==> config.mk <==
export PLATFORM = sky130hd
export DESIGN_NAME = mfield_addr_gen
export DESIGN_NICKNAME = d
export VERILOG_FILES = /design/src/rtl/mfag_pkg.sv /design/src/rtl/mfag_regs.sv /design/src/rtl/mfag_field.sv /design/src/rtl/mfag_merge.sv /design/src/rtl/mfield_addr_gen.sv
export SDC_FILE = /design/constraint.sdc
export NUM_CORES = 2
export LEC_CHECK = 0
export BUFFER_PORTS_ARGS = -buffer_cell sky130_fd_sc_hd__buf_2
export CAP_MARGIN = 25
export CORE_ASPECT_RATIO = 1.25
export CORE_MARGIN = 2
export CORE_UTILIZATION = 25
export CTS_CLUSTER_DIAMETER = 150
export CTS_CLUSTER_SIZE = 40
export DETAILED_ROUTE_END_ITERATION = 16
export PLACE_DENSITY = 0.48
export SYNTH_ARGS = -nofsm -noshare
export SYNTH_HDL_FRONTEND = slang
export SYNTH_SLANG_ARGS = --single-unit
==> constraint.sdc <==
create_clock -name clk -period 7.1 [get_ports clk]
set_clock_uncertainty 0.05 [all_clocks]
set_input_delay 0.355 -clock clk [delete_from_list [all_inputs] [get_ports clk]]
set_output_delay 0.355 -clock clk [all_outputs]
set_load 0.005 [all_outputs]
==> src/rtl/mfag_pkg.sv <==
package mfag_pkg;
  typedef enum logic [1:0] {
    FM_FIXED = 2'd0,
    FM_RAND  = 2'd1,
    FM_SEQ   = 2'd2,
    FM_OFF   = 2'd3
  } fmode_e;

  typedef enum logic [2:0] {
    G_ST_LO = 3'd0,
    G_ST_HI = 3'd1,
    G_MODE  = 3'd2,
    G_INCR  = 3'd3,
    G_FREQ  = 3'd4,
    G_MSB   = 3'd5,
    G_RET   = 3'd6,
    G_NONE  = 3'd7
  } cfg_grp_e;

  localparam int          CW             = 16;
  localparam logic [31:0] LFSR_TAPS      = 32'h8020_0003;
  localparam logic [31:0] LFSR_SEED_BASE = 32'h5EED_0000;

  // One Galois step of the per-field random source.
  function automatic logic [31:0] lfsr_next(input logic [31:0] s);
    return {1'b0, s[31:1]} ^ (s[0] ? LFSR_TAPS : 32'h0);
  endfunction

  // Mask with ones from bit lo to bit hi inclusive; empty if hi < lo.
  function automatic logic [31:0] span_mask(input int lo, input int hi);
    logic [31:0] m;
    m = '0;
    for (int b = 0; b < 32; b++) begin
      if (b >= lo && b <= hi) m[b] = 1'b1;
    end
    return m;
  endfunction

  function automatic int clamp_msb(input int msb, input int aw);
    return (msb > aw - 1) ? aw - 1 : msb;
  endfunction
endpackage

==> src/rtl/mfag_regs.sv <==
module mfag_regs
  import mfag_pkg::*;
#(
  parameter int AW = 26,
  parameter int NF = 6,
  parameter int MW = 5
) (
  input  logic                  clk,
  input  logic                  rst_n,
  input  logic                  we,
  input  logic                  bank,
  input  logic [5:0]            idx,
  input  logic [CW-1:0]         wdata,
  output logic [NF-1:0][31:0]   st_wr,
  output logic [NF-1:0][31:0]   st_rd,
  output logic [NF-1:0][1:0]    md_wr,
  output logic [NF-1:0][1:0]    md_rd,
  output logic [NF-1:0][CW-1:0] inc,
  output logic [NF-1:0][CW-1:0] frq,
  output logic [NF-1:0][MW-1:0] msb,
  output logic                  ret
);
  localparam logic [MW-1:0] MSB_RST = MW'(AW - 1);

  cfg_grp_e   grp;
  logic [2:0] fsel;
  assign grp  = cfg_grp_e'(idx[5:3]);
  assign fsel = idx[2:0];

  for (genvar k = 0; k < NF; k++) begin : g_fld
    localparam logic [2:0] KI = 3'(k);
    logic          hit;
    logic [31:0]   r_stw, r_str;
    logic [1:0]    r_mdw, r_mdr;
    logic [CW-1:0] r_inc, r_frq;
    logic [MW-1:0] r_msb;

    assign hit = we && (fsel == KI);

    always_ff @(posedge clk or negedge rst_n) begin
      if (!rst_n) begin
        r_stw <= '0;
        r_str <= '0;
        r_mdw <= FM_OFF;
        r_mdr <= FM_OFF;
        r_inc <= '0;
        r_frq <= CW'(1);
        r_msb <= MSB_RST;
      end else if (hit) begin
        case (grp)
          G_ST_LO: if (bank) r_str[15:0]  <= wdata; else r_stw[15:0]  <= wdata;
          G_ST_HI: if (bank) r_str[31:16] <= wdata; else r_stw[31:16] <= wdata;
          G_MODE:  if (bank) r_mdr <= wdata[1:0];   else r_mdw <= wdata[1:0];
          G_INCR:  r_inc <= wdata;
          G_FREQ:  r_frq <= wdata;
          G_MSB:   r_msb <= wdata[MW-1:0];
          default: ;
        endcase
      end
    end

    assign st_wr[k] = r_stw;
    assign st_rd[k] = r_str;
    assign md_wr[k] = r_mdw;
    assign md_rd[k] = r_mdr;
    assign inc[k]   = r_inc;
    assign frq[k]   = r_frq;
    assign msb[k]   = r_msb;
  end

  always_ff @(posedge clk or negedge rst_n) begin
    if (!rst_n)                       ret <= 1'b0;
    else if (we && grp == G_RET && fsel == 3'd0) ret <= wdata[0];
  end
endmodule

==> src/rtl/mfag_field.sv <==
module mfag_field
  import mfag_pkg::*;
#(
  parameter int AW = 26,
  parameter int K  = 0
) (
  input  logic          clk,
  input  logic          rst_n,
  input  logic [1:0]    mode,
  input  logic [31:0]   st,
  input  logic [CW-1:0] inc,
  input  logic [CW-1:0] frq,
  input  logic          load,
  input  logic          step,
  output logic [AW-1:0] val,
  output logic          upd
);
  localparam logic [31:0] SEED = LFSR_SEED_BASE | 32'(K + 1);

  logic [CW-1:0] cnt;
  logic [AW-1:0] value;
  logic [31:0]   lfsr;
  logic [CW:0]   eff_n;
  logic          hit;
  fmode_e        fm;

  assign fm    = fmode_e'(mode);
  assign eff_n = (frq == '0) ? (CW+1)'(1) : {1'b0, frq};
  assign hit   = ({1'b0, cnt} + (CW+1)'(1)) >= eff_n;
  assign upd   = step && !load && hit;

  always_ff @(posedge clk or negedge rst_n) begin
    if (!rst_n) begin
      cnt   <= '0;
      value <= '0;
      lfsr  <= SEED;
    end else if (load) begin
      cnt   <= '0;
      value <= st[AW-1:0];
    end else if (step) begin
      cnt <= hit ? '0 : cnt + CW'(1);
      if (hit) begin
        case (fm)
          FM_SEQ:  value <= value + AW'(inc);
          FM_RAND: lfsr  <= lfsr_next(lfsr);
          default: ;
        endcase
      end
    end
  end

  assign val = (fm == FM_RAND) ? lfsr[AW-1:0] : value;
endmodule

==> src/rtl/mfag_merge.sv <==
module mfag_merge
  import mfag_pkg::*;
#(
  parameter int AW = 26,
  parameter int NF = 6,
  parameter int MW = 5
) (
  input  logic [NF-1:0][AW-1:0] vals,
  input  logic [NF-1:0][1:0]    modes,
  input  logic [NF-1:0][MW-1:0] msb,
  output logic [AW-1:0]         word
);
  logic [31:0] acc;

  always_comb begin
    acc = '0;
    for (int k = 0; k < NF; k++) begin
      int lo;
      int hi;
      lo = (k == 0) ? 0 : clamp_msb(int'(msb[k-1]), AW) + 1;
      hi = clamp_msb(int'(msb[k]), AW);
      if (modes[k] != FM_OFF)
        acc = acc | ((32'(vals[k]) << lo) & span_mask(lo, hi));
    end
    word = acc[AW-1:0];
  end
endmodule

==> src/rtl/mfield_addr_gen.sv <==
module mfield_addr_gen
  import mfag_pkg::*;
#(
  parameter int AW        = 26,
  parameter int NF        = 6,
  parameter int SYM_SHIFT = 5
) (
  input  logic                    clk,
  input  logic                    rst_n,
  input  logic                    cfg_we,
  input  logic                    cfg_rd_bank,
  input  logic [5:0]              cfg_idx,
  input  logic [15:0]             cfg_wdata,
  input  logic                    seq_start,
  input  logic                    seq_read,
  input  logic                    loop_go,
  input  logic                    next_req,
  output logic                    addr_valid,
  output logic [AW-1:0]           word_addr,
  output logic [AW+SYM_SHIFT-1:0] sym_addr
);
  localparam int MW = (AW > 1) ? $clog2(AW) : 1;

  logic [NF-1:0][31:0]   st_wr, st_rd, st_sel;
  logic [NF-1:0][1:0]    md_wr, md_rd, modes_act;
  logic [NF-1:0][CW-1:0] inc_cfg, frq_cfg;
  logic [NF-1:0][MW-1:0] msb_cfg;
  logic                  ret_flag;
  logic                  rd_act;
  logic                  load_bank;
  logic                  load_evt;
  logic                  step_evt;
  logic [NF-1:0]         upd_vec;
  logic [NF-1:0][AW-1:0] vals;
  logic [AW-1:0]         merged;

  mfag_regs #(.AW(AW), .NF(NF), .MW(MW)) u_regs (
    .clk(clk), .rst_n(rst_n), .we(cfg_we), .bank(cfg_rd_bank),
    .idx(cfg_idx), .wdata(cfg_wdata),
    .st_wr(st_wr), .st_rd(st_rd), .md_wr(md_wr), .md_rd(md_rd),
    .inc(inc_cfg), .frq(frq_cfg), .msb(msb_cfg), .ret(ret_flag)
  );

  always_ff @(posedge clk or negedge rst_n) begin
    if (!rst_n)         rd_act <= 1'b0;
    else if (seq_start) rd_act <= seq_read;
  end

  assign load_bank = seq_start ? seq_read : rd_act;
  assign st_sel    = load_bank ? st_rd : st_wr;
  assign modes_act = rd_act ? md_rd : md_wr;
  assign load_evt  = seq_start || (loop_go && ret_flag);
  assign step_evt  = next_req && !load_evt;

  for (genvar k = 0; k < NF; k++) begin : g_gen
    mfag_field #(.AW(AW), .K(k)) u_fld (
      .clk(clk), .rst_n(rst_n), .mode(modes_act[k]), .st(st_sel[k]),
      .inc(inc_cfg[k]), .frq(frq_cfg[k]), .load(load_evt), .step(step_evt),
      .val(vals[k]), .upd(upd_vec[k])
    );
  end

  mfag_merge #(.AW(AW), .NF(NF), .MW(MW)) u_merge (
    .vals(vals), .modes(modes_act), .msb(msb_cfg), .word(merged)
  );

  always_ff @(posedge clk or negedge rst_n) begin
    if (!rst_n) begin
      addr_valid <= 1'b0;
      word_addr  <= '0;
      sym_addr   <= '0;
    end else begin
      addr_valid <= step_evt;
      if (step_evt) begin
        word_addr <= merged;
        sym_addr  <= {merged, {SYM_SHIFT{1'b0}}};
      end
    end
  end
endmodule

Word-level counts from Yosys, hierarchy flattened
Cells that the tools add are included.
{"block": "classes", "eq_ne": 29, "shift": 5, "n_div": 0, "reduce_logical": 229, "add_sub_neg": 23, "order_cmp": 298, "mux": 387, "mul": 0, "n_bitwise": 19}
{"op": "6-bit by 32-bit >= comparator with 1-bit output (first input constant)", "n": 50}
{"op": "5-bit by 32-bit >= comparator with 1-bit output (first input constant)", "n": 40}
{"op": "6-bit by 32-bit less-or-equal comparator with 1-bit output (first input constant)", "n": 40}
{"op": "5-bit by 32-bit less-or-equal comparator with 1-bit output (first input constant)", "n": 32}
{"op": "26-bit two-way mux", "n": 36}
{"op": "4-bit by 32-bit >= comparator with 1-bit output (first input constant)", "n": 20}
{"op": "4-bit by 32-bit less-or-equal comparator with 1-bit output (first input constant)", "n": 16}
{"op": "16-bit two-way mux", "n": 24}
{"op": "3-bit by 32-bit >= comparator with 1-bit output (first input constant)", "n": 10}
{"op": "1-bit two-way mux", "n": 313}
{"op": "3-bit by 32-bit less-or-equal comparator with 1-bit output (first input constant)", "n": 8}
{"op": "32-bit two-way mux", "n": 6}
{"op": "31-bit by 32-bit XOR with 32-bit output", "n": 6}
{"op": "186-bit two-way mux", "n": 1}
{"op": "32-bit by 2-bit adder with 32-bit output (second input constant)", "n": 5}
{"op": "1-bit by 32-bit >= comparator with 1-bit output (first input constant)", "n": 5}
{"op": "2-bit by 32-bit >= comparator with 1-bit output (first input constant)", "n": 5}
{"op": "26-bit by 32-bit left shift with 26-bit output", "n": 5}
{"op": "26-bit by 16-bit adder with 26-bit output", "n": 6}
{"op": "26-bit bitwise AND", "n": 6}
{"op": "1-bit logical AND", "n": 140}
{"op": "26-bit bitwise OR", "n": 5}
{"op": "1-bit by 32-bit less-or-equal comparator with 1-bit output (first input constant)", "n": 4}
{"op": "2-bit by 32-bit less-or-equal comparator with 1-bit output (first input constant)", "n": 4}
{"op": "26 further kinds", "n": 203}
{"block": "totals", "ff_bits": 1091, "mem_bits_rw": 0, "romBits": 0, "output_inout_bits": 58, "memories": 0, "latch_bits": 0, "inputBits": 30, "wordCells": 1066}

Longest topological paths before layout
{"block": "depth", "word_depth": 18, "depth_mapped": 19, "depth_no_buf": 16}

Hierarchy
Synthesis repeated with hierarchy kept, for this count alone.
{"block": "hier_totals", "cells_unflattened": 6438, "area_unflattened_um2": 68660.9}
{"module": "mfag_regs", "area_each_um2": 24457.2, "cells_each": 1457, "instances": 1, "seq_area_each_um2": 15850.2}
{"module": "mfag_field (g_gen[2].u_fld ...)", "area_each_um2": 5177.5, "cells_each": 589, "instances": 2, "seq_area_each_um2": 1868.0}
{"module": "mfag_field (g_gen[1].u_fld ...)", "area_each_um2": 5176.2, "cells_each": 589, "instances": 2, "seq_area_each_um2": 1866.8}
{"module": "mfag_merge", "area_each_um2": 9613.0, "cells_each": 1290, "instances": 1, "seq_area_each_um2": 0.0}
{"module": "mfag_field (g_gen[0].u_fld)", "area_each_um2": 5166.2, "cells_each": 518, "instances": 1, "seq_area_each_um2": 1866.8}
{"module": "mfag_field (g_gen[5].u_fld)", "area_each_um2": 4998.5, "cells_each": 497, "instances": 1, "seq_area_each_um2": 1868.0}
{"module": "mfield_addr_gen", "area_each_um2": 3718.6, "cells_each": 320, "instances": 1, "seq_area_each_um2": 700.7}

Worst setup path after synthesis
No wires, ideal clock.
{"block": "synth_timing", "path_kind": "reg2reg", "from": "reg g_gen[3].u_fld.cnt[2]", "to": "reg g_gen[3].u_fld.lfsr[5]", "slack_ps": 3159, "setup_ps": 125, "required_time_ps": 6925, "t_arrival_ps": 3767, "path_stages_with_launch": 18, "n_path_buf": 3, "synth_period_minus_slack_ps": 3941, "path_cell_list": "dfrtp_1 and3_1 and3_1 clkbuf_1 nand2_1 or2_2 clkbuf_1 nor2_1 xor2_1 ha_1 a2111oi_0 o211ai_1 a211oi_1 o21bai_1 a21oi_1 nor3_2 clkbuf_1 mux2_2"}
{"block": "synth_between", "elab_chain_cells": 3}
{"item": "from (decl)", "line": "mfag_field.sv:20", "rtl": "logic [CW-1:0] cnt;"}
{"item": "from (signal assigned)", "line": "mfag_field.sv:41", "rtl": "cnt <= hit ? '0 : cnt + CW'(1);"}
{"item": "16-bit by 1-bit adder with 17-bit output", "line": "mfag_field.sv:29", "rtl": "assign hit = ({1'b0, cnt} + (CW+1)'(1)) >= eff_n;"}
{"item": "17-bit >= comparator", "line": "mfag_field.sv:29"}
{"item": "4-bit AND reduction (no line)"}
{"item": "to (signal assigned)", "line": "mfag_field.sv:45", "rtl": "FM_RAND: lfsr <= lfsr_next(lfsr);"}
{"item": "to (decl)", "line": "mfag_field.sv:22", "rtl": "logic [31:0] lfsr;"}
No other way between the ends.
A chain may end at the register's enable or synchronous reset.

Final worst setup path
{"block": "layout_timing", "from": "reg u_regs.g_fld[4].r_msb[3]", "to": "reg word_addr[19]"}
{"block": "layout_between", "elab_chain_cells": 11, "word_cells_on_any_way": 18, "cone_classes": "add/sub (1); order compare (3); shift (1); mux (7); bitwise (4); reduce/logical (2)"}
{"item": "from (decl)", "line": "mfag_regs.sv:36", "rtl": "logic [MW-1:0] r_msb;"}
{"item": "from (signal assigned)", "line": "mfag_regs.sv:56", "rtl": "G_MSB: r_msb <= wdata[MW-1:0];"}
{"item": "5-bit > comparator", "line": "mfag_pkg.sv:40", "rtl": "return (msb > aw - 1) ? aw - 1 : msb;"}
{"item": "5-bit two-way mux (*)", "line": "mfag_pkg.sv:40"}
{"item": "parallel branches: the longest is 8 deep, another holds 32-bit by 2-bit adder with 32-bit output"}
{"item": "26-bit two-way mux (*)", "line": "mfag_merge.sv:22", "rtl": "if (modes[k] != FM_OFF)"}
{"item": "to (signal assigned)", "line": "mfield_addr_gen.sv:75", "rtl": "word_addr <= merged;"}
{"item": "to (decl)", "line": "mfield_addr_gen.sv:19", "rtl": "output logic [AW-1:0] word_addr,"}
Mark *: on every way between the ends. The select of a mux whose other input is x is not followed.

==> results.env <==
RUN_STATUS='finished, final reports clean'
SYNTH_SIMPLE_GATE_AREA_SHARE_PCT=11.2
WHS_PATH_DEPTH=3
FINAL_WORST_PATH_SETUP_SLACK_NS=1.99
SYNTH_COMPOUND_AREA_SHARE_PCT=14.1
GRTUSAGETOTAL_PCT=15.8
MET3_LENGTH_MM=8.13
YS_SEQ_AREA_SHARE_PCT=41.2
TIMING.CRITICAL_PATH.CELLS='nand2_1 > o21bai_4 > buf_4 > ha_1 > inv_2 > mux4_2 > o21ai_0 > a221oi_1 > a2111oi_0 > a31oi_1 > a31oi_1'
CPPEAKSTAGEDELAY_NS=0.91
MIN-DELAY-START='cfg_wdata[1]'
CHIPHEIGHT_MICRONS=565
CRITICAL_PATH_PEAK_FANOUT=30
YS_WARN_COUNT=0
GRT_PASS1_VIAS=46925
TIMING.FINAL.MAX_SLEW_VIOLATIONS=0
FIN_CRIT_PERIOD_NS=5.11
MUXSHAREOFSYNTHAREA_PCT=21.5
CP_NUM_BUF_INV=2
GRT_PASS1_WL_MM=313
R2R.WORST_PATH.CELLS=11
MOSTFREQUENTLAYOUTCELLS='sky130_fd_sc_hd__dfrtp_1 (907), sky130_fd_sc_hd__mux2_2 (747), sky130_fd_sc_hd__nand2_1 (364), sky130_fd_sc_hd__mux2i_1 (355), sky130_fd_sc_hd__a21oi_1 (316)'
SYN_TO_FINAL_GROWTH_PCT=7.65
POST-ROUTE-CELL-AREA_SQ_UM=67800
HIGHEST-SIGNAL-LAYER='met5'
WORST_VDD_DROP_mV=0.231
CP_DATA_ARRIVAL_TIME_NS=5.72
CLK_PIN_SLEW_WORST_PATHS_NS=0.17
TIMING.REG2REG.SETUP_SLACK_NS=1.99
CORE_SQ_UM=251000
FRACTION_OF_FINAL_LAYOUT_CELLS_WITH_DRIVE_STRENGTH_GREATER_THAN_1_PCT=21.5
WORST_PATH_MOST_REPEATED_CELL='sky130_fd_sc_hd__a31oi_1'
HOLD_VIOL_FINAL=0
HOLD_END='u_regs.g_fld[3].r_inc[1]$_DFFE_PN0P_'
TIMING.CRITICAL_PATH.SLOWEST_STAGE_CELL='sky130_fd_sc_hd__a2111oi_0'
NUMCTSBUFFERS=29
AGGREGATE_GLOBAL_ROUTING_OVERFLOW=0
TIMING.SETUP.CRITICAL_PATH_CLASS='reg -> reg'
COMBINATIONAL_SHARE_OF_POWER_PCT=35.2
INTERNAL_POWER_mW=9.22
REQUIRED_NS=7.71
GRT_SETUP_UNREPAIRED='no'
POST_DRT_VIA_CELL_RATIO=5.14
WORST_HOLD_SLACK_NS=0.0604
PLACEMENTROWS=206
DESIGN.FINAL.NETS=6060
INITIAL_UTILIZATION_PCT=25.1
LARGEST_NET_DEGREE_AT_THE_START_OF_GLOBAL_ROUTING=163
SLEW_AT_THE_PIN_CLOSEST_TO_ITS_MAX_SLEW_LIMIT_NS=1.11
VIA_COUNT=47064
POWER.SWITCHING_mW=5.68
MAX_FREQ_GHz=0.196
SYNTH_ADDER_AREA_SHARE_PCT=4.74
WORST_R2R_STARTPOINT='u_regs.g_fld[4].r_msb[3]$_DFFE_PN1P_'
WORST_PATH_DOMINANT_CELL_FAMILY='compound AO/OA/AOI/OAI gates'
DRV.MAX_CAP_VIOLATION_COUNT=0
SINKS_ON_THE_CLOCK_NET=1031
POSTROUTEWIRELENGTH_MM=207
SYNTH_TOP_AREA_SHARE_PCT=36.1
TIMING.FINAL.SETUP_VIOLATIONS=0
CLK-INSERTION-DELAY-LATE_NS=0.74
SYNTH-EDFF-COUNT=0
POST_DRT_WL_PER_CELL_MICRONS=22.7
CTS_POST_SETUP_BUFFERS_INSERTED=0
PRE_CTS_WS_NS=2.10
ASYNCSETRESETFLOPFRACSYNTH_PCT=100
PLACED_CELL_AREA_SQ_UM=66800
DRC=0
RANKING_OF_SYNTHESIZED_CELLS_BY_AREA='sky130_fd_sc_hd__dfrtp_1 (36%), sky130_fd_sc_hd__mux2_2 (13%), sky130_fd_sc_hd__mux2i_1 (5.7%), sky130_fd_sc_hd__dfstp_2 (5.1%), sky130_fd_sc_hd__ha_1 (4.5%)'
SYNTH_TOP_FAMILY_BY_AREA='multiplexers'
PWR_DENSITY_CELL_nW_PER_UM2=220
COMMONEST_NON_FILL_NON_TAP_CELL_IN_THE_LAYOUT='sky130_fd_sc_hd__dfrtp_1'
DESIGN.DIE.AREA_SQ_UM=256000
SYNTH_AREA_PER_CELL_SQ_UM=10.6
REGTOREGENDPOINT='word_addr[19]$_DFFE_PN0P_'
SWITCHING_SHARE_PCT=38.1
ROUTEDLENGTHMET1_MM=90.5
HTREE_LEVELS=1
PORT-BUFFER-COUNT=82
CTS_ROOT_BUF='sky130_fd_sc_hd__clkbuf_16'
HOLD_CLASS='in -> reg'
ROUTED_MET2_LENGTH_MM=103
CTS_TREE='yes'
DRT_FIRST_ITER_VIOLATIONS=3563
LAYOUT_WORST_PATH_CYCLE_SHARE_PCT=71.9
SLEW_HEADROOM_PCT=26.2
MAPPEDNETLISTAREA_SQ_UM=63000
POSTSYNTH.TOPFLOPCELL='sky130_fd_sc_hd__dfrtp_1'
YOSYS_REGISTER_BITS=1031
CTS_BUFFER_DEPTH=3
FIN_TOTAL_PWR_mW=14.9
CRITPATHLAUNCHTYPE='register'
SEQPWRFRAC_PCT=46.9
ANTENNA_VIOLATIONS_BEFORE_REPAIR=18
NETLIST-CELL-TYPE-COUNT=110
FIN_SETUP_TNS_NS=0
PORTS_PLACED_ON_THE_BOUNDARY=88
CLOCKPOWERSHARE_PCT=17.9
DP_HPWL_MM=148
NETLIST_INSTANCES=5968
YOSYSTOPAREACELL='sky130_fd_sc_hd__dfrtp_1'
TOTAL_LEAKAGE_POWER_nW=29.4
DETAIL_ROUTE.FIRST_PASS.ITERATIONS=6
SETUP.WORST_PATH.END_CLASS='register'
GPL.FINAL_WEIGHTED_CONGESTION=0.970
DIE_WIDTH_MICRONS=453
SYNTH_XOR_AREA_SHARE_PCT=3.14
DRTANTENNAVIOLNETS=0
## synthesized netlist by cell type, drive strengths merged, types with 15 or more instances
cell     instances
clkbuf         283
nor4            51
nor2           312
a2111oi         29
ha             229
mux2           747
o22ai           28
a21oi          318
mux4            67
mux2i          359
o21ai          209
buf            121
o211ai          27
o31ai           32
a31oi           74
a32o            69
or3             27
dfrtp          908
inv            176
nand4           45
nand2          365
nor2b          140
a22oi           31
a21o            73
nand2b          40
nand3          141
or2             21
a41oi           15
xnor2          149
o21bai          15
and3            54
and2            47
xor2            76
o21a            35
a211oi         170
a41o            21
o2111ai         15
nor3           109
dfstp          123
## through the flow
stage               util (%)  cells
floorplan                  -   5972
finish                  27.0   9149
CTS                     26.9   9140
global placement        26.6   9075
global route            27.0   9147
detailed placement      26.6   9083
## metal layers
layer  global-route usage, %  up-vias
li1                        -    21640
met1                    20.6    24184
met2                    27.8      990
met3                    1.57      234
met4                    3.79       16
met5                       0        -
## sequential cells by signal, indices dropped and copies added (netlist names), 12 cells and up
signal,count
g_gen.u_fld.lfsr,192
g_gen.u_fld.value,156
u_regs.g_fld.r_str,156
u_regs.g_fld.r_stw,156
g_gen.u_fld.cnt,96
u_regs.g_fld.r_frq,96
u_regs.g_fld.r_inc,96
u_regs.g_fld.r_msb,30
word_addr,26
u_regs.g_fld.r_mdr,12
u_regs.g_fld.r_mdw,12
## worst register-to-register path, delay by kind of cell, from the launching register on
family | cells | cell delay [ns]
DFF | 1 | 0.79
muxes | 1 | 0.59
adders and majority gates | 1 | 0.82
and+or+nand+nor | 1 | 0.19
buffers and inverters | 2 | 0.81
AOI/OAI and AO/OA | 6 | 1.77
## power groups by stage
stage                     sequential (mW)  clock (mW)  combinational (mW)
final                                6.98        2.67                5.24
after detailed placement             7.10           0                5.19
after global placement               7.08           0                5.17
after floorplan                      6.79           0                3.68
after CTS                            6.99        2.81                5.21
after global routing                 7.07        2.98                5.68
## area by class of cell
cell class | count | area, sq um
well taps | 3328 | 4160
fillers | 26390 | 184000
clock buffers | 52 | 812
repair buffers | 196 | 1470
flip-flops and latches | 1031 | 26000
diodes | 3 | 7.51
multi-input cells | 4356 | 34700
clock inverters | 2 | 17.5
inverters | 181 | 684
## how the worst max path moves through the flow
stage	startpoint	to	slack, ns	depth (start not counted)
2_1_floorplan	g_gen[3].u_fld.cnt[2]$_DFFE_PN0P_	g_gen[3].u_fld.lfsr[5]$_DFFE_PN0P_	3.16	17
3_5_place_dp	u_regs.g_fld[4].r_msb[3]$_DFFE_PN1P_	word_addr[19]$_DFFE_PN0P_	2.10	11
3_3_place_gp	u_regs.g_fld[4].r_msb[3]$_DFFE_PN1P_	word_addr[14]$_DFFE_PN0P_	1.95	12
6_report	u_regs.g_fld[4].r_msb[3]$_DFFE_PN1P_	word_addr[19]$_DFFE_PN0P_	1.99	11
5_1_grt	u_regs.g_fld[0].r_msb[3]$_DFFE_PN1P_	word_addr[24]$_DFFE_PN0P_	1.80	12
4_1_cts	u_regs.g_fld[4].r_msb[3]$_DFFE_PN1P_	word_addr[19]$_DFFE_PN0P_	2.04	11
## repair_timing
action	CTS	global route
resized for setup	0	0
hold endpoints to repair	63	0
hold buffers	3	0
setup endpoints to repair	0	0
## cells by family (layout without fill, tap and decap cells)
| group | Yosys count | count (layout) |
|---|---|---|
| xor gates and xnor gates | 225 | 225 |
| DFF | 1031 | 1031 |
| other | 1 | 8 |
| buffers and inverters | 585 | 431 |
| and+or+nand+nor | 1415 | 1415 |
| AOI/OAI and AO/OA | 1303 | 1303 |
| muxes | 1173 | 1173 |
| adders and majority gates | 235 | 235 |
(Power assumes the default switching activity.)
